--- src/rtl/srx_pkg.sv ---
package srx_pkg;

  localparam int HALF_W = 16;
  localparam int FULL_W = 2 * HALF_W;
  localparam int CNT_W  = $clog2(FULL_W + 1);
  localparam int COMP_W = 8;

  // Strobes from control to datapath
  typedef struct packed {
    logic shiftEn;
    logic loadBuf;
    logic loadDrr;
  } srxStrobes_t;

  typedef enum logic [1:0] {
    RX_IDLE  = 2'd0,
    RX_SKIP  = 2'd1,
    RX_SHIFT = 2'd2
  } rxState_e;

  // Word length in bits for a length code
  function automatic logic [CNT_W-1:0] wordBits(input logic [2:0] sel);
    case (sel)
      3'd0:    wordBits = CNT_W'(8);
      3'd1:    wordBits = CNT_W'(12);
      3'd2:    wordBits = CNT_W'(16);
      3'd3:    wordBits = CNT_W'(20);
      3'd4:    wordBits = CNT_W'(24);
      default: wordBits = CNT_W'(32);
    endcase
  endfunction

endpackage

--- src/rtl/srx_expand.sv ---
module srx_expand
  import srx_pkg::*;
#(
  parameter int OutW = HALF_W
) (
  input  logic [COMP_W-1:0] code,
  input  logic              aLaw,
  output logic [OutW-1:0]   linear
);

  logic [COMP_W-1:0] muX, aX;
  logic [OutW-1:0]   muBase, muMag, aBase, aMag;
  logic [2:0]        muExp, aExp;

  always_comb begin
    // mu-law: inverted code, biased segment expansion
    muX    = ~code;
    muExp  = muX[6:4];
    muBase = OutW'({muX[3:0], 3'b000}) + OutW'(16'h0084);
    muMag  = muBase << muExp;

    // A-law: even-bit inverted code, segment 0 is linear
    aX    = code ^ 8'h55;
    aExp  = aX[6:4];
    aBase = OutW'({aX[3:0], 4'b0000});
    if (aExp == 3'd0) aMag = aBase + OutW'(8);
    else              aMag = (aBase + OutW'(16'h0108)) << (aExp - 3'd1);

    if (aLaw) linear = aX[7] ? aMag : (OutW'(0) - aMag);
    else      linear = muX[7] ? (OutW'(16'h0084) - muMag) : (muMag - OutW'(16'h0084));
  end

endmodule

--- src/rtl/srx_ctrl.sv ---
module srx_ctrl
  import srx_pkg::*;
(
  input  logic        clk,
  input  logic        rstN,
  input  logic        rxBitEn,
  input  logic        frameSync,
  input  logic [2:0]  wordSel,
  input  logic [1:0]  delaySel,
  input  logic        compActive,
  input  logic        readHi,
  input  logic        readLo,
  output srxStrobes_t strobes,
  output logic        rxReady,
  output logic        overrun,
  output logic        bufFull,
  output logic        wordDone
);

  rxState_e         state;
  logic [CNT_W-1:0] bitCnt;
  logic [CNT_W-1:0] len;
  logic             drrFull, drrWide, hiSeen;
  logic             takeBit, lastBit, moveOut, bufFree, loadBuf, loadLo;

  always_comb begin
    len     = wordBits(wordSel);
    takeBit = 1'b0;
    if (rxBitEn) begin
      case (state)
        RX_IDLE:  takeBit = frameSync && (delaySel == 2'd0);
        RX_SHIFT: takeBit = 1'b1;
        default:  takeBit = 1'b0;
      endcase
    end
    lastBit = takeBit && (bitCnt == len - CNT_W'(1));
    moveOut = bufFull && !drrFull;
    bufFree = !bufFull || moveOut;
    loadBuf = wordDone && bufFree;
    loadLo  = readLo && drrFull && (!drrWide || hiSeen);
    strobes.shiftEn = takeBit;
    strobes.loadBuf = loadBuf;
    strobes.loadDrr = moveOut;
  end

  // Frame and bit sequencing
  always_ff @(posedge clk) begin
    if (!rstN) begin
      state    <= RX_IDLE;
      bitCnt   <= '0;
      wordDone <= 1'b0;
    end else begin
      wordDone <= lastBit;
      if (takeBit) bitCnt <= bitCnt + CNT_W'(1);
      if (lastBit) begin
        state  <= RX_IDLE;
        bitCnt <= '0;
      end else if (rxBitEn) begin
        case (state)
          RX_IDLE: if (frameSync) state <= (delaySel >= 2'd2) ? RX_SKIP : RX_SHIFT;
          RX_SKIP: state <= RX_SHIFT;
          default: state <= state;
        endcase
      end
    end
  end

  // Stage occupancy
  always_ff @(posedge clk) begin
    if (!rstN) begin
      bufFull <= 1'b0;
      drrFull <= 1'b0;
      drrWide <= 1'b0;
      hiSeen  <= 1'b0;
      overrun <= 1'b0;
    end else begin
      if (loadBuf)      bufFull <= 1'b1;
      else if (moveOut) bufFull <= 1'b0;

      if (wordDone && !bufFree) overrun <= 1'b1;

      if (moveOut) begin
        drrFull <= 1'b1;
        drrWide <= (len > CNT_W'(HALF_W)) && !compActive;
        hiSeen  <= 1'b0;
      end else begin
        if (loadLo) drrFull <= 1'b0;
        if (readHi && drrFull) hiSeen <= 1'b1;
      end
    end
  end

  assign rxReady = drrFull;

endmodule

--- src/rtl/srx_dpath.sv ---
module srx_dpath
  import srx_pkg::*;
(
  input  logic              clk,
  input  logic              rstN,
  input  srxStrobes_t       strobes,
  input  logic              dataIn,
  input  logic [2:0]        wordSel,
  input  logic [1:0]        justSel,
  input  logic [1:0]        compSel,
  output logic [HALF_W-1:0] dataHi,
  output logic [HALF_W-1:0] dataLo
);

  logic [FULL_W-1:0] shiftReg, bufReg;
  logic [FULL_W-1:0] mask, masked, shaped;
  logic [CNT_W-1:0]  len, shAmt;
  logic [HALF_W-1:0] expanded;
  logic              narrow, signBit;

  srx_expand #(.OutW(HALF_W)) u_expand (
    .code   (bufReg[COMP_W-1:0]),
    .aLaw   (compSel[0]),
    .linear (expanded)
  );

  always_comb begin
    len    = wordBits(wordSel);
    narrow = (len <= CNT_W'(HALF_W));
    for (int i = 0; i < FULL_W; i++) mask[i] = (i < int'(len));
    masked  = bufReg & mask;
    signBit = |(masked & (FULL_W'(1) << (len - CNT_W'(1))));
    shAmt   = narrow ? (CNT_W'(HALF_W) - len) : (CNT_W'(FULL_W) - len);
    case (justSel)
      2'b01: for (int i = 0; i < FULL_W; i++) shaped[i] = (i < int'(len)) ? masked[i] : signBit;
      2'b10: shaped = masked << shAmt;
      default: shaped = masked;
    endcase
    if (narrow) shaped[FULL_W-1:HALF_W] = '0;
  end

  always_ff @(posedge clk) begin
    if (!rstN) begin
      shiftReg <= '0;
      bufReg   <= '0;
      dataHi   <= '0;
      dataLo   <= '0;
    end else begin
      if (strobes.shiftEn) shiftReg <= {shiftReg[FULL_W-2:0], dataIn};
      if (strobes.loadBuf) bufReg <= shiftReg;
      if (strobes.loadDrr) begin
        if (compSel[1]) begin
          dataHi <= '0;
          dataLo <= expanded;
        end else begin
          dataHi <= shaped[FULL_W-1:HALF_W];
          dataLo <= shaped[HALF_W-1:0];
        end
      end
    end
  end

endmodule

--- src/rtl/srx_receiver.sv ---
module srx_receiver
  import srx_pkg::*;
(
  input  logic        clk,
  input  logic        rstN,
  input  logic        rxBitEn,
  input  logic        frameSync,
  input  logic        dataIn,
  input  logic [2:0]  wordSel,
  input  logic [1:0]  delaySel,
  input  logic [1:0]  justSel,
  input  logic [1:0]  compSel,
  input  logic        readHi,
  input  logic        readLo,
  output logic [15:0] rdDataHi,
  output logic [15:0] rdDataLo,
  output logic        rxReady,
  output logic        overrun
);

  srxStrobes_t strobes;
  logic        bufFull;
  logic        wordDone;

  srx_ctrl u_ctrl (
    .clk        (clk),
    .rstN       (rstN),
    .rxBitEn    (rxBitEn),
    .frameSync  (frameSync),
    .wordSel    (wordSel),
    .delaySel   (delaySel),
    .compActive (compSel[1]),
    .readHi     (readHi),
    .readLo     (readLo),
    .strobes    (strobes),
    .rxReady    (rxReady),
    .overrun    (overrun),
    .bufFull    (bufFull),
    .wordDone   (wordDone)
  );

  srx_dpath u_dpath (
    .clk     (clk),
    .rstN    (rstN),
    .strobes (strobes),
    .dataIn  (dataIn),
    .wordSel (wordSel),
    .justSel (justSel),
    .compSel (compSel),
    .dataHi  (rdDataHi),
    .dataLo  (rdDataLo)
  );

endmodule

--- config.mk ---
export PLATFORM = sky130hd
export DESIGN_NAME = srx_receiver
export DESIGN_NICKNAME = d
export VERILOG_FILES = /design/src/rtl/srx_pkg.sv /design/src/rtl/srx_expand.sv /design/src/rtl/srx_ctrl.sv /design/src/rtl/srx_dpath.sv /design/src/rtl/srx_receiver.sv
export SDC_FILE = /design/constraint.sdc
export NUM_CORES = 1
export LEC_CHECK = 0
export ABC_CLOCK_PERIOD_IN_PS = 5300
export BUFFER_PORTS_ARGS = -buffer_cell sky130_fd_sc_hd__buf_2
export CORE_AREA = 5 5 156 158
export CTS_CLUSTER_DIAMETER = 50
export DETAILED_ROUTE_END_ITERATION = 10
export DIE_AREA = 0 0 161 163
export PLACE_DENSITY = 0.6
export SLEW_MARGIN = 10
export SYNTH_ARGS = -nofsm -noshare
export SYNTH_HDL_FRONTEND = slang
export SYNTH_SLANG_ARGS = --single-unit
export TNS_END_PERCENT = 50
--- constraint.sdc ---
create_clock -name clk -period 5.3 [get_ports clk]
set_clock_uncertainty 0.1 [all_clocks]
set_input_delay 0.53 -clock clk [delete_from_list [all_inputs] [get_ports clk]]
set_output_delay 0.53 -clock clk [all_outputs]
set_load 0.1 [all_outputs]
==> impl_metrics.yaml, run 1 <==
worst_setup_path:
  endpoint_kind: "flop"
  crit_fanout: 29
  criticalPathCategory: "in -> reg"
  crit_required_ps: 5440
  start_kind: "input port"
  worst_ep_arrival_time_ps: 3790
global_route:
  grt_max_degree: 79
  grt_pass1_wl_um: 39200
  grt_pass1_vias: 7019
  antenna_found_initial: 0
  grt-ovfl-total: 0
  track_usage_pct: 18.3
yosys:
  synth-seq-cells: 110
  syn_area_um2: 7630
  ys_types: 93
  synth-seq-area-share_pct: 28.9
  synth_edf_count: 0
  synth_fp_nets: 1066
  synth_ff_type: "dfxtp_1"
  yosysWarnings: 0
  synth_area_per_cell_um2: 7.38
  synthArstFlopShare_pct: 0
  syn_inst: 1034
placed_design:
  place.gp.congestion: 0.949
  port_buffers: 49
  dp.cells: 1303
  place_ws_ps: 1380
  dp_hpwl_um: 17700
floorplanning:
  coreArea_um2: 23000
  io_pins: 50
  die-area_um2: 26200
  die_h_um: 163
  start_util_pct: 33.2
  std_cell_rows: 56
  die_x_um: 161
routing:
  drt-initial-drc-count: 907
  num_vias: 7803
  wl_per_cell_um: 18.7
  ant_nets: 0
  drt_pass1_iterations: 8
  viasPerCell: 5.92
  drc_errors: 0
  finalWirelength_um: 24600
clocking:
  cts_resized: 0
  cts_tree: "yes"
  clk_latency_ps: 360
  clockBufferDepth: 2
  holdBufCountCts: 0
  cts_made_buffers: 9
  cts_num_sinks: 110
  postCtsSetupBuffers: 0
  cts.clk_slew.worst_paths_ps: 80
  clockRootBuffer: "clkbuf_16"
  cts-htree-levels: 3
power:
  power.leakage_nw: 2.86
  ir_drop_uv: 126
  power_mw: 1.75
  power_density_nw_per_um2: 212
sta:
  fin_ws_ps: 1650
  setup_tns_ps: 0
  finalHoldViolations: 0
  tightest_slew_ps: 1160
  slew_headroom_pct: 22.9
  period_share_pct: 68.9
  setup_violations: 0
  fin_crit_ps: 3650
  maxSlewViolCount: 0
  rsz0062_at_grt: "false"
  max_freq_ghz: 0.274
worst_hold_path:
  min_path_type: "in -> reg"
finish:
  layout_commonest_cell: "nand2_1"
  nNetsFinal: 1056
  final_cells: 1319
  areaGrowthSynthToFinish_pct: 8.22
  nFillCells: 2479
  layout-drive-gt1-share_pct: 12.3
  n_antenna_cell: 0
  final_cell_mix: "nand2_1 (215), a21oi_1 (114), dfxtp_1 (110)"
outcome:
  outcome: "finished, final reports clean"
job:
  cap_violations: 0
-- layer usage --
metal,share of wire [%],track usage [%],up-vias
met5,0,0,-
li1,-,-,3742
met4,2.4,4.81,0
met3,8.3,3.70,56
met1,47,26.5,3640
met2,43,27.8,365
-- final timing paths --
check	start	to	slack (ps)	cells after the start
max	wordSel[2]	u_dpath.dataHi[8]	1650	11
min	dataIn	u_dpath.shiftReg[0]	320	3
max reg2reg	u_dpath.bufReg[5]	u_dpath.dataLo[15]	1870	11
min reg2reg	u_dpath.dataHi[7]	u_dpath.dataHi[7]	350	2
-- sequential cells by signal (all words and copies together), names as in the netlist --
name              count
u_dpath.dataLo       16
u_ctrl.drrWide        1
u_ctrl.wordDone       1
u_ctrl.hiSeen         1
u_dpath.bufReg       32
u_ctrl.rxReady        1
u_ctrl.bitCnt         6
u_ctrl.state          2
u_dpath.dataHi       16
u_ctrl.overrun        1
u_ctrl.bufFull        1
u_dpath.shiftReg     32
-- cells in the mapped netlist (5+ instances only) --
cell,count,share of area [%]
and3b_1,6,0.69
buf_2,23,1.5
a211oi_1,12,1.2
mux2i_1,13,1.7
nand2b_1,10,0.82
nor3_1,22,1.4
ha_1,16,2.6
and3_1,7,0.57
xnor2_1,11,1.3
o21ai_1,7,0.46
a31oi_1,16,1.3
and2_1,7,0.57
a22o_1,6,0.69
nand3_1,16,1.1
a311oi_1,9,1.0
a221o_1,6,0.79
xor2_1,13,1.5
o21a_1,6,0.59
a21o_1,7,0.69
inv_1,15,0.74
o21ai_0,60,3.9
o211ai_1,9,0.89
nor2_1,67,3.3
a22oi_1,11,1.1
o211a_1,5,0.66
a221oi_1,18,2.1
buf_1,7,0.34
o221ai_1,11,1.3
or2_2,5,0.41
a21oi_1,114,7.5
buf_6,6,0.89
dfxtp_1,110,29
a32oi_1,6,0.69
nor2b_1,15,1.2
clkbuf_1,50,2.5
o31ai_1,14,1.4
nand2_1,215,11
-- cells by family (layout without fill, tap and decap cells) --
| logic type | Yosys count | after routing | share of synthesized area [%] |
|---|---|---|---|
| buf+inv | 105 | 100 | 6.19 |
| mux | 18 | 18 | 2.62 |
| simple gates | 394 | 394 | 23.4 |
| xor+xnor | 24 | 24 | 2.76 |
| flops | 110 | 110 | 28.9 |
| compound gates | 367 | 367 | 33.5 |
| fa+ha+maj | 16 | 16 | 2.63 |
-- where the power goes --
group / internal, mW / leakage [nW] / switching (mW)
Combinational: 0.0692 / 1.83 / 0.165
Sequential: 0.827 / 0.886 / 0.00171
Clock: 0.345 / 0.145 / 0.341
Total: 1.24 / 2.86 / 0.508
-- stage by stage --
| stage | cell area (um^2) | hold slack [ps] | utilization [%] |
|---|---|---|---|
| final | 8250 | 323 | 35.9 |
| after global routing | 8250 | 323 | 35.9 |
| after CTS | 8250 | 317 | 35.9 |
| after detailed placement | 7960 | 334 | 34.6 |
| after global placement | 7960 | 326 | 34.6 |
| after floorplan | 7630 | 327 | - |
-- critical path, stage by stage --
cell	delay [ps]
buf_2	390
nand2b_1	550
inv_2	260
ha_1	360
or2_2	370
o21ai_1	340
nor3_1	160
a221oi_1	440
o31ai_1	120
a21oi_1	170
o31ai_1	90
-- final cells by class --
cell class	instances	area [um^2]	area share, %
multi-input combinational	819	4960	60.1
sequential	110	2200	26.7
timing repair buffer	66	373	4.52
tap	290	363	4.40
clock buffer	11	243	2.94
inverter	18	67.6	0.819
clock inverter	5	48.8	0.591
Note: power is estimated with default switching activity, not from simulation.
==> run 2, diff against run 1 <==
Settings changed: ABC_CLOCK_PERIOD_IN_PS 5300 to 3040, PLACE_DENSITY 0.6 to 0.62.
Clock period 5.3 ns to 3.04 ns, I/O delays scaled along.
==> impl_metrics.yaml, run 2 (synthesis results as in run 1) <==
outcome:
  outcome: "finished, final reports clean"
routing:
  drt_pass1_iterations: 5
  drc_errors: 0
  wl_per_cell_um: 18.8
  num_vias: 7979
  ant_nets: 0
  finalWirelength_um: 25600
  viasPerCell: 5.85
  drt-initial-drc-count: 871
floorplanning:
  std_cell_rows: 56
  coreArea_um2: 23000
  die_x_um: 161
  die_h_um: 163
  io_pins: 50
  start_util_pct: 33.2
  die-area_um2: 26200
finish:
  layout-drive-gt1-share_pct: 16.5
  final_area_um2: 8660
  layout_commonest_cell: "nand2_1"
  final_cell_mix: "nand2_1 (215), a21oi_1 (114), dfxtp_1 (110)"
  nNetsFinal: 1101
  top_regs: "u_dpath.bufReg: 32 flops, u_dpath.shiftReg: 32 flops"
  n_antenna_cell: 0
  areaGrowthSynthToFinish_pct: 13.6
clocking:
  cts_resized: 0
  cts_num_sinks: 110
  clk_latency_ps: 360
  clockRootBuffer: "clkbuf_16"
  cts.clk_slew.worst_paths_ps: 80
  cts_made_buffers: 9
  cts_tree: "yes"
  holdBufCountCts: 0
  cts-htree-levels: 3
  clockBufferDepth: 2
  postCtsSetupBuffers: 0
worst_hold_path:
  min_path_type: "in -> reg"
sta:
  slew_headroom_pct: 51.5
  period_share_pct: 93.0
  tightest_slew_ps: 727
  rsz0062_at_grt: "false"
  maxSlewViolCount: 0
  max_freq_ghz: 0.354
  setup_tns_ps: 0
  fin_crit_ps: 2830
  setup_violations: 0
  fin_ws_ps: 212
  finalHoldViolations: 0
job:
  cap_violations: 0
global_route:
  grt-ovfl-total: 0
  grt_pass1_wl_um: 40900
  grt_max_degree: 73
  track_usage_pct: 19.2
  antenna_found_initial: 0
  grt_pass1_vias: 7392
placed_design:
  place_ws_ps: 64.6
  place.gp.congestion: 0.976
  placed_area_um2: 8350
  dp_hpwl_um: 19200
  port_buffers: 49
power:
  ir_drop_uv: 210
  power_mw: 3.11
  power.leakage_nw: 3.11
  power_density_nw_per_um2: 359
worst_setup_path:
  endpoint_kind: "flop"
  critPathTopFamily: "multiplexers"
  start_kind: "flop"
  crit_fanout: 10
  crit_chain: "inv_2 -> ha_1 -> mux2_2 -> mux2_2 -> a22o_1 -> nor4_4 -> and3_1 -> o31ai_1 -> a22o_1"
  crit_required_ps: 3200
  max_stage_delay_ps: 460
  cp_slowest_cell: "ha_1"
  cp_num_buf_inv: 1
  criticalPathCategory: "reg -> reg"
  worst_ep_arrival_time_ps: 2990
run 2: routing by layer:
| metal | share of wire (%) | vias up | global-route usage [%] |
|---|---|---|---|
| met1 | 46 | 3745 | 27.9 |
| met2 | 44 | 360 | 29.3 |
| met3 | 8.1 | 46 | 3.44 |
| met4 | 2.4 | 0 | 5.12 |
| li1 | - | 3828 | - |
| met5 | 0 | - | 0 |
run 2: through the flow:
step / utilization (%) / instances / hold WS [ps]
after floorplan: - / 1034 / 327
after global placement: 36.3 / 1347 / 330
after detailed placement: 36.3 / 1347 / 332
after CTS: 37.7 / 1363 / 88.3
after global routing: 37.7 / 1364 / 87.4
final: 37.7 / 1364 / 89.4
run 2: worst min-delay path: stages:
cell     delay (ps)
buf_2           100
nand2_1          50
a21oi_1          50
run 2: worst paths after layout:
path | from | end | slack [ps] | cells past startpoint
max | u_dpath.bufReg[4] | u_dpath.dataLo[15] | 210 | 9
max reg2reg | u_dpath.bufReg[4] | u_dpath.dataLo[15] | 210 | 9
min reg2reg | u_dpath.dataHi[7] | u_dpath.dataHi[7] | 340 | 2
min | dataIn | u_dpath.shiftReg[0] | 90 | 3
run 2: cell type report:
type                            count  area [um^2]
Fill cell                        2437        14300
Multi-Input combinational cell    819         4980
Sequential cell                   110         2200
Timing Repair Buffer              111          748
Tap cell                          290          363
Clock buffer                       10          239
Inverter                           18         67.6
Clock inverter                      6         62.6
run 2: power by group:
group	internal (mW)	switching (mW)	total (mW)
Sequential	1.44	0.00296	1.45
Combinational	0.161	0.305	0.466
Clock	0.601	0.597	1.20
Total	2.20	0.905	3.11
